### src/rtl/ckstop_pkg.sv
package ckstop_pkg;
  typedef enum logic [2:0] {
    CMD_NONE = 3'd0,
    CMD_ACT  = 3'd1,
    CMD_RD   = 3'd2,
    CMD_WR   = 3'd3,
    CMD_PRE  = 3'd4,
    CMD_REF  = 3'd5,
    CMD_MRS  = 3'd6
  } cmd_e;

  typedef enum logic [1:0] {
    ST_RUN  = 2'd0,
    ST_STOP = 2'd1,
    ST_WAKE = 2'd2
  } state_e;

  typedef struct packed {
    logic loadWake;
    logic clkRun;
  } strobe_t;
endpackage

### src/rtl/ckstop_datapath.sv
module ckstop_datapath
  import ckstop_pkg::*;
#(
  parameter int RCD_CYC  = 3,
  parameter int WR_CYC   = 5,
  parameter int RP_CYC   = 4,
  parameter int RFC_CYC  = 8,
  parameter int MRD_CYC  = 2,
  parameter int WAKE_CYC = 4
) (
  input  logic       clk,
  input  logic       rstN,
  input  logic       cmdValid,
  input  logic [2:0] cmdCode,
  input  logic       rdBurstActive,
  input  strobe_t    strobe,
  output logic       timersIdle,
  output logic       rdOpen,
  output logic       wakeLast,
  output logic       ckOut,
  output logic       ckbOut
);
  localparam int NWIN = 5;
  localparam int WIN_CYC [NWIN] = '{RCD_CYC, WR_CYC, RP_CYC, RFC_CYC, MRD_CYC};
  localparam int WIN_CODE[NWIN] = '{int'(CMD_ACT), int'(CMD_WR), int'(CMD_PRE),
                                    int'(CMD_REF), int'(CMD_MRS)};
  localparam int MAX_A   = (RCD_CYC > WR_CYC) ? RCD_CYC : WR_CYC;
  localparam int MAX_B   = (RP_CYC > RFC_CYC) ? RP_CYC : RFC_CYC;
  localparam int MAX_C   = (MRD_CYC > WAKE_CYC) ? MRD_CYC : WAKE_CYC;
  localparam int MAX_AB  = (MAX_A > MAX_B) ? MAX_A : MAX_B;
  localparam int MAX_ALL = (MAX_AB > MAX_C) ? MAX_AB : MAX_C;
  localparam int CNT_W   = $clog2(MAX_ALL + 1);

  logic [NWIN-1:0] winBusy;

  // one down-counter per timing window
  for (genvar g = 0; g < NWIN; g++) begin : g_win
    logic [CNT_W-1:0] cnt;
    always_ff @(posedge clk) begin
      if (!rstN) begin
        cnt <= '0;
      end else if (cmdValid && (cmdCode == 3'(WIN_CODE[g]))) begin
        cnt <= CNT_W'(WIN_CYC[g]);
      end else if (cnt != '0) begin
        cnt <= cnt - 1'b1;
      end
    end
    assign winBusy[g] = (cnt != '0);
  end

  assign timersIdle = (winBusy == '0);

  // read tracking: open from the read command until its burst has ended
  logic rdPending, burstSeen;
  always_ff @(posedge clk) begin
    if (!rstN) begin
      rdPending <= 1'b0;
      burstSeen <= 1'b0;
    end else if (cmdValid && (cmdCode == 3'(CMD_RD))) begin
      rdPending <= 1'b1;
      burstSeen <= 1'b0;
    end else if (rdPending) begin
      if (rdBurstActive) begin
        burstSeen <= 1'b1;
      end else if (burstSeen) begin
        rdPending <= 1'b0;
        burstSeen <= 1'b0;
      end
    end
  end
  assign rdOpen = rdPending && !(burstSeen && !rdBurstActive);

  // wake hold-off counter
  logic [CNT_W-1:0] wakeCnt;
  always_ff @(posedge clk) begin
    if (!rstN) begin
      wakeCnt <= '0;
    end else if (strobe.loadWake) begin
      wakeCnt <= CNT_W'(WAKE_CYC);
    end else if (wakeCnt != '0) begin
      wakeCnt <= wakeCnt - 1'b1;
    end
  end
  assign wakeLast = (wakeCnt == CNT_W'(1));

  // memory clock: toggles while running, parked low when stopped
  logic ckPhase;
  always_ff @(posedge clk) begin
    if (!rstN) begin
      ckPhase <= 1'b0;
    end else if (strobe.clkRun) begin
      ckPhase <= ~ckPhase;
    end else begin
      ckPhase <= 1'b0;
    end
  end
  assign ckOut  = ckPhase;
  assign ckbOut = ~ckPhase;
endmodule

### src/rtl/ckstop_control.sv
module ckstop_control
  import ckstop_pkg::*;
(
  input  logic    clk,
  input  logic    rstN,
  input  logic    cmdValid,
  input  logic    ckeHigh,
  input  logic    refreshDue,
  input  logic    stopReq,
  input  logic    wakeReq,
  input  logic    timersIdle,
  input  logic    rdOpen,
  input  logic    wakeLast,
  output strobe_t strobe,
  output logic    stopAllowed,
  output logic    freqChangeOk,
  output logic    clkStopped,
  output logic    restartReq,
  output logic    cmdReady
);
  state_e state, stateNext;
  logic   qualified;

  assign qualified = timersIdle && !rdOpen && !cmdValid && ckeHigh && !refreshDue;

  always_comb begin
    stateNext       = state;
    strobe.loadWake = 1'b0;
    unique case (state)
      ST_RUN:  if (stopReq && qualified) stateNext = ST_STOP;
      ST_STOP: if (wakeReq || refreshDue) begin
                 stateNext       = ST_WAKE;
                 strobe.loadWake = 1'b1;
               end
      ST_WAKE: if (wakeLast) stateNext = ST_RUN;
      default: stateNext = ST_RUN;
    endcase
    strobe.clkRun = (stateNext != ST_STOP);
  end

  always_ff @(posedge clk) begin
    if (!rstN) state <= ST_RUN;
    else       state <= stateNext;
  end

  assign stopAllowed  = qualified && (state == ST_RUN);
  assign freqChangeOk = qualified && (state == ST_RUN);
  assign clkStopped   = (state == ST_STOP);
  assign restartReq   = (state == ST_STOP) && refreshDue;
  assign cmdReady     = (state == ST_RUN);
endmodule

### src/rtl/ckstop_guard.sv
module ckstop_guard
  import ckstop_pkg::*;
#(
  parameter int RCD_CYC  = 3,
  parameter int WR_CYC   = 5,
  parameter int RP_CYC   = 4,
  parameter int RFC_CYC  = 8,
  parameter int MRD_CYC  = 2,
  parameter int WAKE_CYC = 4
) (
  input  logic       clk,
  input  logic       rstN,
  input  logic       cmdValid,
  input  logic [2:0] cmdCode,
  input  logic       rdBurstActive,
  input  logic       ckeHigh,
  input  logic       refreshDue,
  input  logic       stopReq,
  input  logic       wakeReq,
  output logic       stopAllowed,
  output logic       freqChangeOk,
  output logic       clkStopped,
  output logic       restartReq,
  output logic       cmdReady,
  output logic       ckOut,
  output logic       ckbOut
);
  strobe_t strobe;
  logic    timersIdle, rdOpen, wakeLast;

  ckstop_datapath #(
    .RCD_CYC(RCD_CYC), .WR_CYC(WR_CYC), .RP_CYC(RP_CYC),
    .RFC_CYC(RFC_CYC), .MRD_CYC(MRD_CYC), .WAKE_CYC(WAKE_CYC)
  ) datapath_i (
    .clk(clk), .rstN(rstN), .cmdValid(cmdValid), .cmdCode(cmdCode),
    .rdBurstActive(rdBurstActive), .strobe(strobe),
    .timersIdle(timersIdle), .rdOpen(rdOpen), .wakeLast(wakeLast),
    .ckOut(ckOut), .ckbOut(ckbOut)
  );

  ckstop_control control_i (
    .clk(clk), .rstN(rstN), .cmdValid(cmdValid), .ckeHigh(ckeHigh),
    .refreshDue(refreshDue), .stopReq(stopReq), .wakeReq(wakeReq),
    .timersIdle(timersIdle), .rdOpen(rdOpen), .wakeLast(wakeLast),
    .strobe(strobe), .stopAllowed(stopAllowed), .freqChangeOk(freqChangeOk),
    .clkStopped(clkStopped), .restartReq(restartReq), .cmdReady(cmdReady)
  );
endmodule

### config.mk
export PLATFORM = sky130hd
export DESIGN_NAME = ckstop_guard
export DESIGN_NICKNAME = d
export VERILOG_FILES = /design/src/rtl/ckstop_pkg.sv /design/src/rtl/ckstop_datapath.sv /design/src/rtl/ckstop_control.sv /design/src/rtl/ckstop_guard.sv
export SDC_FILE = /design/constraint.sdc
export NUM_CORES = 1
export LEC_CHECK = 0
export CORE_UTILIZATION = 34
export CTS_CLUSTER_SIZE = 16
export DETAILED_ROUTE_END_ITERATION = 16
export HOLD_SLACK_MARGIN = 0.08
export PLACE_DENSITY = 0.61
export SLEW_MARGIN = 25
export SYNTH_ARGS = -nofsm -noshare
export SYNTH_HDL_FRONTEND = slang
export SYNTH_SLANG_ARGS = --single-unit
### constraint.sdc
create_clock -name clk -period 3.65 [get_ports clk]
set_clock_uncertainty 0.1 [all_clocks]
set_input_delay 0.365 -clock clk [delete_from_list [all_inputs] [get_ports clk]]
set_output_delay 0.365 -clock clk [all_outputs]
set_load 0.01 [all_outputs]
==> results by group <==
Setup path
  • CP Launch Type: flip-flop
  • CP required: 3.18 ns
  • Crit end category: primary output
  • Crit Path Max Fanout: 4
  • WP data arrival: 2.49 ns
  • Worst R2R Start: datapath_i.g_win[1].cnt[0]$_SDFFE_PN0P_
  • Critical path origin: datapath_i.g_win[1].cnt[0]$_SDFFE_PN0P_
  • Critical setup path kind: flip-flop to primary output

Timing
  • Final period util: 80.9%
  • Final critical-path required period: 2.95 ns
  • Count of pins over their slew limit: 0
  • Unrepaired setup endpoints after global routing: false
  • Sum Neg Setup Slack: 0 ns
  • Tightest Pin Transition: 0.423 ns
  • Final hold violation count: 0
  • Final setup violation count: 0
  • Fmax: 0.339 GHz
  • Max-Slew Margin vs Limit: 71.7%
  • PnR worst setup slack: 0.697 ns

GRT
  • Initial antenna violation count: 0
  • Vias in the first global route: 1099
  • Largest net degree at the start of global routing: 14
  • GRT overflow: 0
  • First-pass GRT wire length: 4770 µm
  • Gr usage total: 14.9%

Clock network
  • Max clock buf depth: 2
  • H-tree depth: 2
  • # resized after CTS: 0
  • Total CTS buffers: 5
  • Post-CTS Setup Bufs: 0
  • Post-CTS Hold Buffers: 0
  • CTS clock-pin slew for the worst setup and hold paths: 0.06 ns
  • CTS tree: yes
  • CTS sink count: 29
  • Clk Latency, worst-skew pair: 0.28 ns
  • CTS Root Cell: clkbuf_8

Flow run
  • Max Cap Viol: 0

Drt
  • DRC Markers: 0
  • Initial DRT Pass Iterations: 4
  • Drt first-iter violations: 27
  • Drt total wl: 2710 µm
  • Antenna viol nets, final: 0
  • Vias: 1167
  • Drt via density: 4.94
  • DR WL/cell: 11.5 µm

Floorplanning
  • Die height: 66.2 µm
  • Core Area: 3800 µm²
  • Die Area: 4380 µm²
  • Die width: 66.2 µm
  • Row count: 22
  • Initial Util: 36.9%
  • Io pins: 18

Finish
  • Multi-input combinational cell area: 763 µm²
  • FILL cells: 384
  • Storage cell area: 581 µm²
  • Syn-to-layout area delta: 22.9%
  • Finished Cell Area: 1720 µm²
  • Nets@finish: 206
  • Number of inserted diodes: 0
  • Layout cells sized above 1: 8.51%

Pwr
  • VDD IR-drop max: 0.000419 V
  • Leakage: 0.000677 µW
  • Cell area power density: 739 nW/µm²

Logic synthesis
  • Leading area contributor after synthesis: dfxtp_1
  • Most common cell in the netlist: dfxtp_1
  • Mapped Avg Cell Area: 8.49 µm²
  • Post-synth top flop: dfxtp_1
  • Number of flops mapped to enable cells by yosys: 0
  • Post-synthesis register bit count: 29
  • Mapped Area: 1400 µm²
  • Post-synthesis sequential area ratio: 41.5%
  • Mapped Nets: 184
  • Cells after synthesis: 165
  • Share of the synthesized area in the top cell type: 41.5%
  • Post-synth top cells: dfxtp_1, nor2_1, nand2_1
  • Ys async rst share: 0%
  • Yosys Warn Count: 0
  • Post-synthesis cell type count: 33
  • Main area contributors after synthesis: dfxtp_1, ha_1, nor2_1, a21oi_1, nand2_1

Placed design
  • Placed cell area: 1620 µm²
  • Port Buffers: 17
  • Post-DP HPWL: 2130 µm
  • Routability congestion estimate: 0.731
  • Pre-CTS setup slack: 0.920 ns

Outcome
  • Status: finished clean

Min path
  • Hold Crit Class: flip-flop to flip-flop
  • Hold path startpoint: datapath_i.ckOut$_SDFF_PN0_
==> report_power, final <==
part,leakage (µW),internal [µW],switching (µW)
Clock,0.0000542,170,121
Sequential,0.000238,406,69.9
Combinational,0.000384,248,256
Total,0.000677,824,447
==> cell families after synthesis <==
kind of cell,synth area share (%)
adders and majority gates,7.15
buffers and inverters,4.02
xor gates and xnor gates,3.75
DFF,41.5
and+or+nand+nor,29.8
AOI/OAI and AO/OA,10.0
muxes,3.84
==> worst paths after layout <==
| kind | to | depth (start not counted) | slack, ns |
|---|---|---|---|
| setup / recovery | stopAllowed | 6 | 0.70 |
| hold reg to reg | datapath_i.ckOut$_SDFF_PN0_ | 1 | 0.36 |
| setup reg to reg | control_i.state[0]$_SDFF_PN0_ | 6 | 1.67 |
| hold / removal | datapath_i.ckOut$_SDFF_PN0_ | 1 | 0.36 |
==> state kept, by name, indices dropped and copies added (netlist names) <==
signal	cells
datapath_i.g_win.cnt	20
datapath_i.wakeCnt	4
control_i.state	2
datapath_i.burstSeen	1
datapath_i.ckOut	1
datapath_i.rdPending	1
==> per-layer routing <==
| metal | vias to the layer above | global-route usage [%] | wire length, µm |
|---|---|---|---|
| li1 | 604 | - | - |
| met1 | 543 | 16.6 | 1230 |
| met2 | 14 | 24.9 | 1320 |
| met3 | 6 | 6.21 | 109 |
| met4 | 0 | 6.38 | 53 |
| met5 | - | 0 | 0 |
==> critical path, cell delays in order (launching register included) <==
cell,delay [ns]
dfxtp_1,0.33
inv_1,0.06
ha_1,0.19
or3b_2,0.51
a2111o_1,0.40
nor2_1,0.15
clkdlybuf4s50_1,0.55
==> layout make-up <==
| type | count | share of cell area [%] |
|---|---|---|
| Sequential cell | 29 | 33.7 |
| Timing Repair Buffer | 17 | 9.89 |
| Clock buffer | 7 | 5.60 |
| Tap cell | 48 | 3.49 |
| Inverter | 12 | 2.62 |
| Clock inverter | 1 | 0.291 |
| Multi-Input combinational cell | 122 | 44.4 |
==> metrics by stage <==
step	hold slack (ns)	util, %	cells	total power [µW]
global route	0.402	45.3	236	1390
detailed placement	0.352	42.6	228	993
global placement	0.352	42.6	228	953
CTS	0.362	45.3	236	1290
finish	0.356	45.3	236	1270
floorplan	0.340	-	165	879
==> placed cells by master, fill, tap and decap left out, drive strengths merged, types with 4 or more instances in the layout <==
cell type and count:
a21oi 13, dfxtp 29, nor3 6, ha 8
a211oi 4, nor3b 7, clkdlybuf4s50 17, or3 5
o21ai 4, inv 12, nor2 24, clkbuf 7
xnor2 6, nand2 16
Power figures use the tool's default switching activity.
